## src/rtl/bbs_pkg.sv

```systemverilog
package bbs_pkg;
  typedef enum logic [1:0] {
    SCAN_IDLE = 2'd0,
    SCAN_REQ  = 2'd1,
    SCAN_WAIT = 2'd2
  } scan_state_e;
endpackage

```

## src/rtl/bbs_sequencer.sv

```systemverilog
module bbs_sequencer
  import bbs_pkg::*;
#(
  parameter int NUM_BLOCKS = 2048,
  parameter int BLK_W      = 11,
  parameter int PG_W       = 6,
  parameter int COL_W      = 12,
  parameter int DATA_W     = 8,
  parameter int SPARE_COL  = 2048
) (
  input  logic              clk,
  input  logic              rst_n,
  input  logic              start,
  output logic              busy,
  output logic              done,
  output logic              req_valid,
  input  logic              req_ready,
  output logic [BLK_W-1:0]  req_block,
  output logic [PG_W-1:0]   req_page,
  output logic [COL_W-1:0]  req_col,
  input  logic              rsp_valid,
  output logic              rsp_ready,
  input  logic [DATA_W-1:0] rsp_data,
  output logic              scan_clear,
  output logic              mark_bad
);
  localparam logic [BLK_W-1:0] LAST_BLK = BLK_W'(NUM_BLOCKS - 1);
  localparam logic [COL_W-1:0] COL_VAL  = COL_W'(SPARE_COL);

  scan_state_e      state_q;
  logic [BLK_W-1:0] blk_q;
  logic             second_q;
  logic             done_q;
  logic             rsp_take;
  logic             byte_bad;
  logic             block_end;

  assign rsp_take   = (state_q == SCAN_WAIT) && rsp_valid;
  assign byte_bad   = (rsp_data != {DATA_W{1'b1}});
  assign mark_bad   = rsp_take && byte_bad;
  assign block_end  = rsp_take && (byte_bad || second_q);
  assign scan_clear = (state_q == SCAN_IDLE) && start;

  always_ff @(posedge clk or negedge rst_n) begin
    if (!rst_n) begin
      state_q  <= SCAN_IDLE;
      blk_q    <= '0;
      second_q <= 1'b0;
      done_q   <= 1'b0;
    end else begin
      done_q <= 1'b0;
      case (state_q)
        SCAN_IDLE: begin
          if (start) begin
            state_q  <= SCAN_REQ;
            blk_q    <= '0;
            second_q <= 1'b0;
          end
        end
        SCAN_REQ: begin
          if (req_ready) state_q <= SCAN_WAIT;
        end
        SCAN_WAIT: begin
          if (block_end) begin
            second_q <= 1'b0;
            if (blk_q == LAST_BLK) begin
              state_q <= SCAN_IDLE;
              done_q  <= 1'b1;
            end else begin
              blk_q   <= blk_q + 1'b1;
              state_q <= SCAN_REQ;
            end
          end else if (rsp_take) begin
            second_q <= 1'b1;
            state_q  <= SCAN_REQ;
          end
        end
        default: state_q <= SCAN_IDLE;
      endcase
    end
  end

  assign busy      = (state_q != SCAN_IDLE);
  assign done      = done_q;
  assign req_valid = (state_q == SCAN_REQ);
  assign rsp_ready = (state_q == SCAN_WAIT);
  assign req_block = blk_q;
  assign req_page  = {{(PG_W-1){1'b0}}, second_q};
  assign req_col   = COL_VAL;
endmodule

```

## src/rtl/bbs_table.sv

```systemverilog
module bbs_table #(
  parameter int NUM_BLOCKS = 2048,
  parameter int BLK_W      = 11
) (
  input  logic             clk,
  input  logic             rst_n,
  input  logic             clear,
  input  logic             wr_en,
  input  logic [BLK_W-1:0] wr_idx,
  input  logic [BLK_W-1:0] rd_idx,
  output logic             rd_bad
);
  logic [NUM_BLOCKS-1:0] bad_q;

  for (genvar g = 0; g < NUM_BLOCKS; g++) begin : g_entry
    always_ff @(posedge clk or negedge rst_n) begin
      if (!rst_n)                                  bad_q[g] <= 1'b0;
      else if (clear)                              bad_q[g] <= 1'b0;
      else if (wr_en && (wr_idx == BLK_W'(g)))     bad_q[g] <= 1'b1;
    end
  end

  always_comb begin
    rd_bad = 1'b0;
    if (int'(rd_idx) < NUM_BLOCKS) rd_bad = bad_q[rd_idx];
  end
endmodule

```

## src/rtl/bbs_counter.sv

```systemverilog
module bbs_counter #(
  parameter int CNT_W = 12
) (
  input  logic             clk,
  input  logic             rst_n,
  input  logic             clear,
  input  logic             inc,
  output logic [CNT_W-1:0] count
);
  localparam logic [CNT_W-1:0] CNT_MAX = {CNT_W{1'b1}};
  logic [CNT_W-1:0] cnt_q;

  always_ff @(posedge clk or negedge rst_n) begin
    if (!rst_n)                        cnt_q <= '0;
    else if (clear)                    cnt_q <= '0;
    else if (inc && cnt_q != CNT_MAX)  cnt_q <= cnt_q + 1'b1;
  end

  assign count = cnt_q;
endmodule

```

## src/rtl/bad_block_scanner.sv

```systemverilog
module bad_block_scanner #(
  parameter int NUM_BLOCKS      = 2048,
  parameter int PAGES_PER_BLOCK = 64,
  parameter int COL_W           = 12,
  parameter int SPARE_COL       = 2048,
  parameter int DATA_W          = 8,
  parameter int CNT_W           = 12
) (
  input  logic                                   clk,
  input  logic                                   rst_n,
  input  logic                                   start,
  output logic                                   busy,
  output logic                                   done,
  output logic                                   req_valid,
  input  logic                                   req_ready,
  output logic [$clog2(NUM_BLOCKS)-1:0]          req_block,
  output logic [$clog2(PAGES_PER_BLOCK)-1:0]     req_page,
  output logic [COL_W-1:0]                       req_col,
  input  logic                                   rsp_valid,
  output logic                                   rsp_ready,
  input  logic [DATA_W-1:0]                      rsp_data,
  input  logic [$clog2(NUM_BLOCKS)-1:0]          host_idx,
  output logic                                   host_bad,
  output logic [CNT_W-1:0]                       bad_count
);
  localparam int BLK_W = $clog2(NUM_BLOCKS);
  localparam int PG_W  = $clog2(PAGES_PER_BLOCK);

  logic scan_clear;
  logic mark_bad;

  bbs_sequencer #(
    .NUM_BLOCKS(NUM_BLOCKS), .BLK_W(BLK_W), .PG_W(PG_W),
    .COL_W(COL_W), .DATA_W(DATA_W), .SPARE_COL(SPARE_COL)
  ) u_seq (
    .clk(clk), .rst_n(rst_n), .start(start), .busy(busy), .done(done),
    .req_valid(req_valid), .req_ready(req_ready), .req_block(req_block),
    .req_page(req_page), .req_col(req_col), .rsp_valid(rsp_valid),
    .rsp_ready(rsp_ready), .rsp_data(rsp_data),
    .scan_clear(scan_clear), .mark_bad(mark_bad)
  );

  bbs_table #(.NUM_BLOCKS(NUM_BLOCKS), .BLK_W(BLK_W)) u_table (
    .clk(clk), .rst_n(rst_n), .clear(scan_clear), .wr_en(mark_bad),
    .wr_idx(req_block), .rd_idx(host_idx), .rd_bad(host_bad)
  );

  bbs_counter #(.CNT_W(CNT_W)) u_count (
    .clk(clk), .rst_n(rst_n), .clear(scan_clear), .inc(mark_bad),
    .count(bad_count)
  );
endmodule

```

## config.mk

```make
export PLATFORM = sky130hd
export DESIGN_NAME = bad_block_scanner
export DESIGN_NICKNAME = d
export VERILOG_FILES = /design/src/rtl/bbs_pkg.sv /design/src/rtl/bbs_sequencer.sv /design/src/rtl/bbs_table.sv /design/src/rtl/bbs_counter.sv /design/src/rtl/bad_block_scanner.sv
export SDC_FILE = /design/constraint.sdc
export NUM_CORES = 2
export LEC_CHECK = 0
export BUFFER_PORTS_ARGS = -buffer_cell sky130_fd_sc_hd__buf_2
export CORE_MARGIN = 2
export CORE_UTILIZATION = 30
export CTS_CLUSTER_SIZE = 16
export DETAILED_ROUTE_END_ITERATION = 10
export SETUP_SLACK_MARGIN = 0.15
export SYNTH_ARGS = -nofsm -noshare
export SYNTH_HDL_FRONTEND = slang
export SYNTH_HIERARCHICAL = 1
export SYNTH_SLANG_ARGS = --single-unit
```

## constraint.sdc

```tcl
create_clock -name clk -period 3.7 [get_ports clk]
set_input_delay 0.37 -clock clk [delete_from_list [all_inputs] [get_ports clk]]
set_output_delay 0.37 -clock clk [all_outputs]
set_load 0.03 [all_outputs]
```

==> metrics <==
CTS H-tree depth 4; worst skew pair latency 0.87 ns; CP most frequent cell buf_12; RR Startpoint u_seq/req_block[4]$_DFFE_PN0P_; post-synthesis cell type count 79; final core occ 35.7%; fin crit period 4.36 ns; CP peak stage delay 0.61 ns; vias in the first global route 71700; Root Buffer clkbuf_16; Primary FF master, synth dfrtp_1; Async SR Flop Fraction 100%; P_leak 0.0503 uW; Setup crit start host_idx[0]; crit share post-route 118%; status finished, violations left; Peak VDD IR 0.414 mV; Sink Count 2075; P_int 37800 uW; final clock skew 0.0642 ns; Max Slew Vio Count 0; CP max stage cell or4b_4; GRT Total Usage 19.2%; number of enable flip-flop cells after synthesis 0; initial core utilization 30.1%; Post CTS Setup Buffer Count 0; Setup-failing EPs final 1; initial drt markers 8115; power density over cell area 479 nW/um^2; Flop pwr share 44.0%; placed cells 12700; arrival time worst endpoint 3.99 ns; DR WL/cell 22.8 um; Cell Chain, Critical Path buf_8, buf_12, buf_12, buf_4, mux4_2, o311ai_0, buf_4, nor4_1, and4_2, nand4_1, nor4_2, or4b_4, buf_12, buf_8; initial antenna violation count 13; Comb power frac 11.0%; Ys Warns 6; worst slew pin tran 1.11 ns; max-cap viol count 0; Worst Hold Class input port to async pin; clock network power share 45.0%; synthesized flop and latch total 2075; fin cells 13100; mapped cell area 91100 sq um; total power 51700 uW; fraction of layout cells with a size suffix above 1 17.0%; row count 202; Die Width 555 um; Worst setup EP type primary output; GR Overflow Total 0; full die area 308000 sq um; CP Launch Type input port; Final ANT Viol Nets 0; Hold Fails Final Rpt 0; dpl hpwl 198 mm; Peak Freq 229 MHz; Sw Ratio 26.9%; vias after detailed routing 71900; core area 303000 sq um; drt drc 0; CTS buffer count 219; Worst-path clk slew 0.05 ns; GPL Wtd Cong 0.925; area delta synth->final 18.6%; critical path class input port to primary output; Syn Inst Count 8679; Die H 555 um; Total Wirelength 300 mm; WP data required 3.33 ns; CP max FO 23; DR pass1 iterations 6; first-pass GRT wire length 458 mm; sequential cell area fraction in the yosys report 57.0%; CTS tree yes; sw power 13900 uW; port buffer count 52; clock buffer depth 3; Final WS setup -0.659 ns; largest net degree at the start of global routing 191; nets@finish 8984; Ports 70; via/cell ratio 5.48; Mapped Avg Cell Area 10.5 sq um; failing checks setup timing; max_slew headroom 26.0%; RSZ-0062 raised after global routing yes
## flip-flops by register name, summed over array words and instances (netlist names)
register,count
u_table/bad_q,2048
u_seq/done,1
u_seq/req_block,11
u_seq/second_q,1
u_count/count,12
u_seq/state_q,2
## final cells by class
| type | count | area (sq um) |
|---|---|---|
| fillers | 29400 | 194000 |
| flip-flops and latches | 2075 | 51900 |
| multi-input cells | 5907 | 36300 |
| repair buffers | 747 | 7080 |
| clock buffers | 326 | 6550 |
| well taps | 3978 | 4980 |
| clock inverters | 81 | 1190 |
| inverters | 8 | 37.5 |
| diodes | 8 | 20.0 |
## layer usage
layer,vias to the layer above,part of all wire [%],GRT usage [%]
met4,4,4.6,8.31
met1,36900,41,25.8
met3,596,8.6,3.84
met2,3370,46,29.9
met5,-,0.0077,0
li1,31100,-,-
## worst paths after layout
kind | slack, ns | end | cells after the start
min | 0.03 | u_count/count[7]$_DFFE_PN0P_ | 2
max reg2reg | 0.43 | u_table/bad_q[1131]$_DFFE_PN0P_ | 5
min in group clk | 0.27 | u_seq/req_block[0]$_DFFE_PN0P_ | 4
max | -0.66 | host_bad | 14
max in group asynchronous | 2.17 | u_table/bad_q[775]$_DFFE_PN0P_ | 3
min reg2reg | 0.49 | u_table/bad_q[1409]$_DFFE_PN0P_ | 2
## metrics by stage
step | setup TNS [ns] | area (sq um) | worst slack (ns) | hold WS (ns)
finish | -0.659 | 108000 | -0.659 | 0.0277
global route | -0.702 | 108000 | -0.702 | 0.0220
global placement | -1.01 | 100000 | -1.01 | 0.337
detailed placement | -1.00 | 100000 | -1.00 | 0.321
CTS | -0.663 | 108000 | -0.663 | 0.00137
floorplan | 0 | 91200 | 0.332 | 0.0744
## critical path: cells and delay by family
family	cells	cell delay [ns]
AND/OR/NAND/NOR	5	1.06
AO/OA/AOI/OAI	1	0.51
buffers and inverters	7	1.37
multiplexers	1	0.58
## cells in the mapped netlist, drive strengths merged, types with 4 or more instances
master	n	area share, %
a2111oi	8	0.077
a311oi	4	0.038
nand2	92	0.38
o311ai	4	0.047
inv	5	0.021
mux4	396	9.8
or3	6	0.041
buf	198	1.4
a21oi	2134	12
nor4	21	0.14
nor3	59	0.32
a31oi	6	0.041
o221ai	124	1.2
a211o	7	0.067
mux2i	307	3.4
and2	9	0.062
a22oi	22	0.18
dfrtp	2075	57
o31ai	5	0.062
o211ai	7	0.073
o21ai	67	0.37
a211oi	9	0.080
and3	9	0.066
nand4	19	0.15
nand3	47	0.27
nand2b	10	0.069
nor2	2379	9.8
o22ai	69	0.47
o32ai	4	0.038
and4	4	0.043
clkbuf	506	2.1
nor2b	17	0.12
## logic make-up after synthesis
kind of cell / count (synthesis) / share of synthesized area [%]
compound gates: 2497 / 14.7
xor+xnor: 2 / 0.0192
fa+ha+maj: 2 / 0.0275
buf+inv: 712 / 3.47
flops: 2075 / 57.0
mux: 704 / 13.2
other cells: 2 / 0.00824
simple gates: 2685 / 11.6
## cells in the final DEF (no fill, tap or decap), types with 54 or more instances in the layout
master     synthesis  layout
clkbuf_8           0      56
a21oi_1         2134    2133
clkbuf_16          0     224
nand2_1           92      91
o22ai_1           69      68
buf_12             0     123
nor2_1          2378    2369
dfrtp_1         2075    2075
mux2i_1          307     306
mux4_2           396     396
o21ai_0           67      65
buf_4             71     567
nor3_1            59      54
o221ai_1         124     124
## timing repair
item                                    CTS  global route
resized for setup                        32            10
pin swaps                                 7             3
hold buffers                              6             0
endpoints found under the setup margin    1           180
endpoints found under the hold margin   263             0
## power by group through the flow
stage / registers [uW] / clock network (uW) / logic [uW]
2_1_floorplan: 23200 / 0 / 3220
3_3_place_gp: 23200 / 0 / 5460
3_5_place_dp: 23200 / 0 / 5560
4_1_cts: 22800 / 23700 / 5610
5_1_grt: 22800 / 24700 / 6030
6_report: 22800 / 23300 / 5670
No activity file was read; power rests on OpenSTA's default activity.
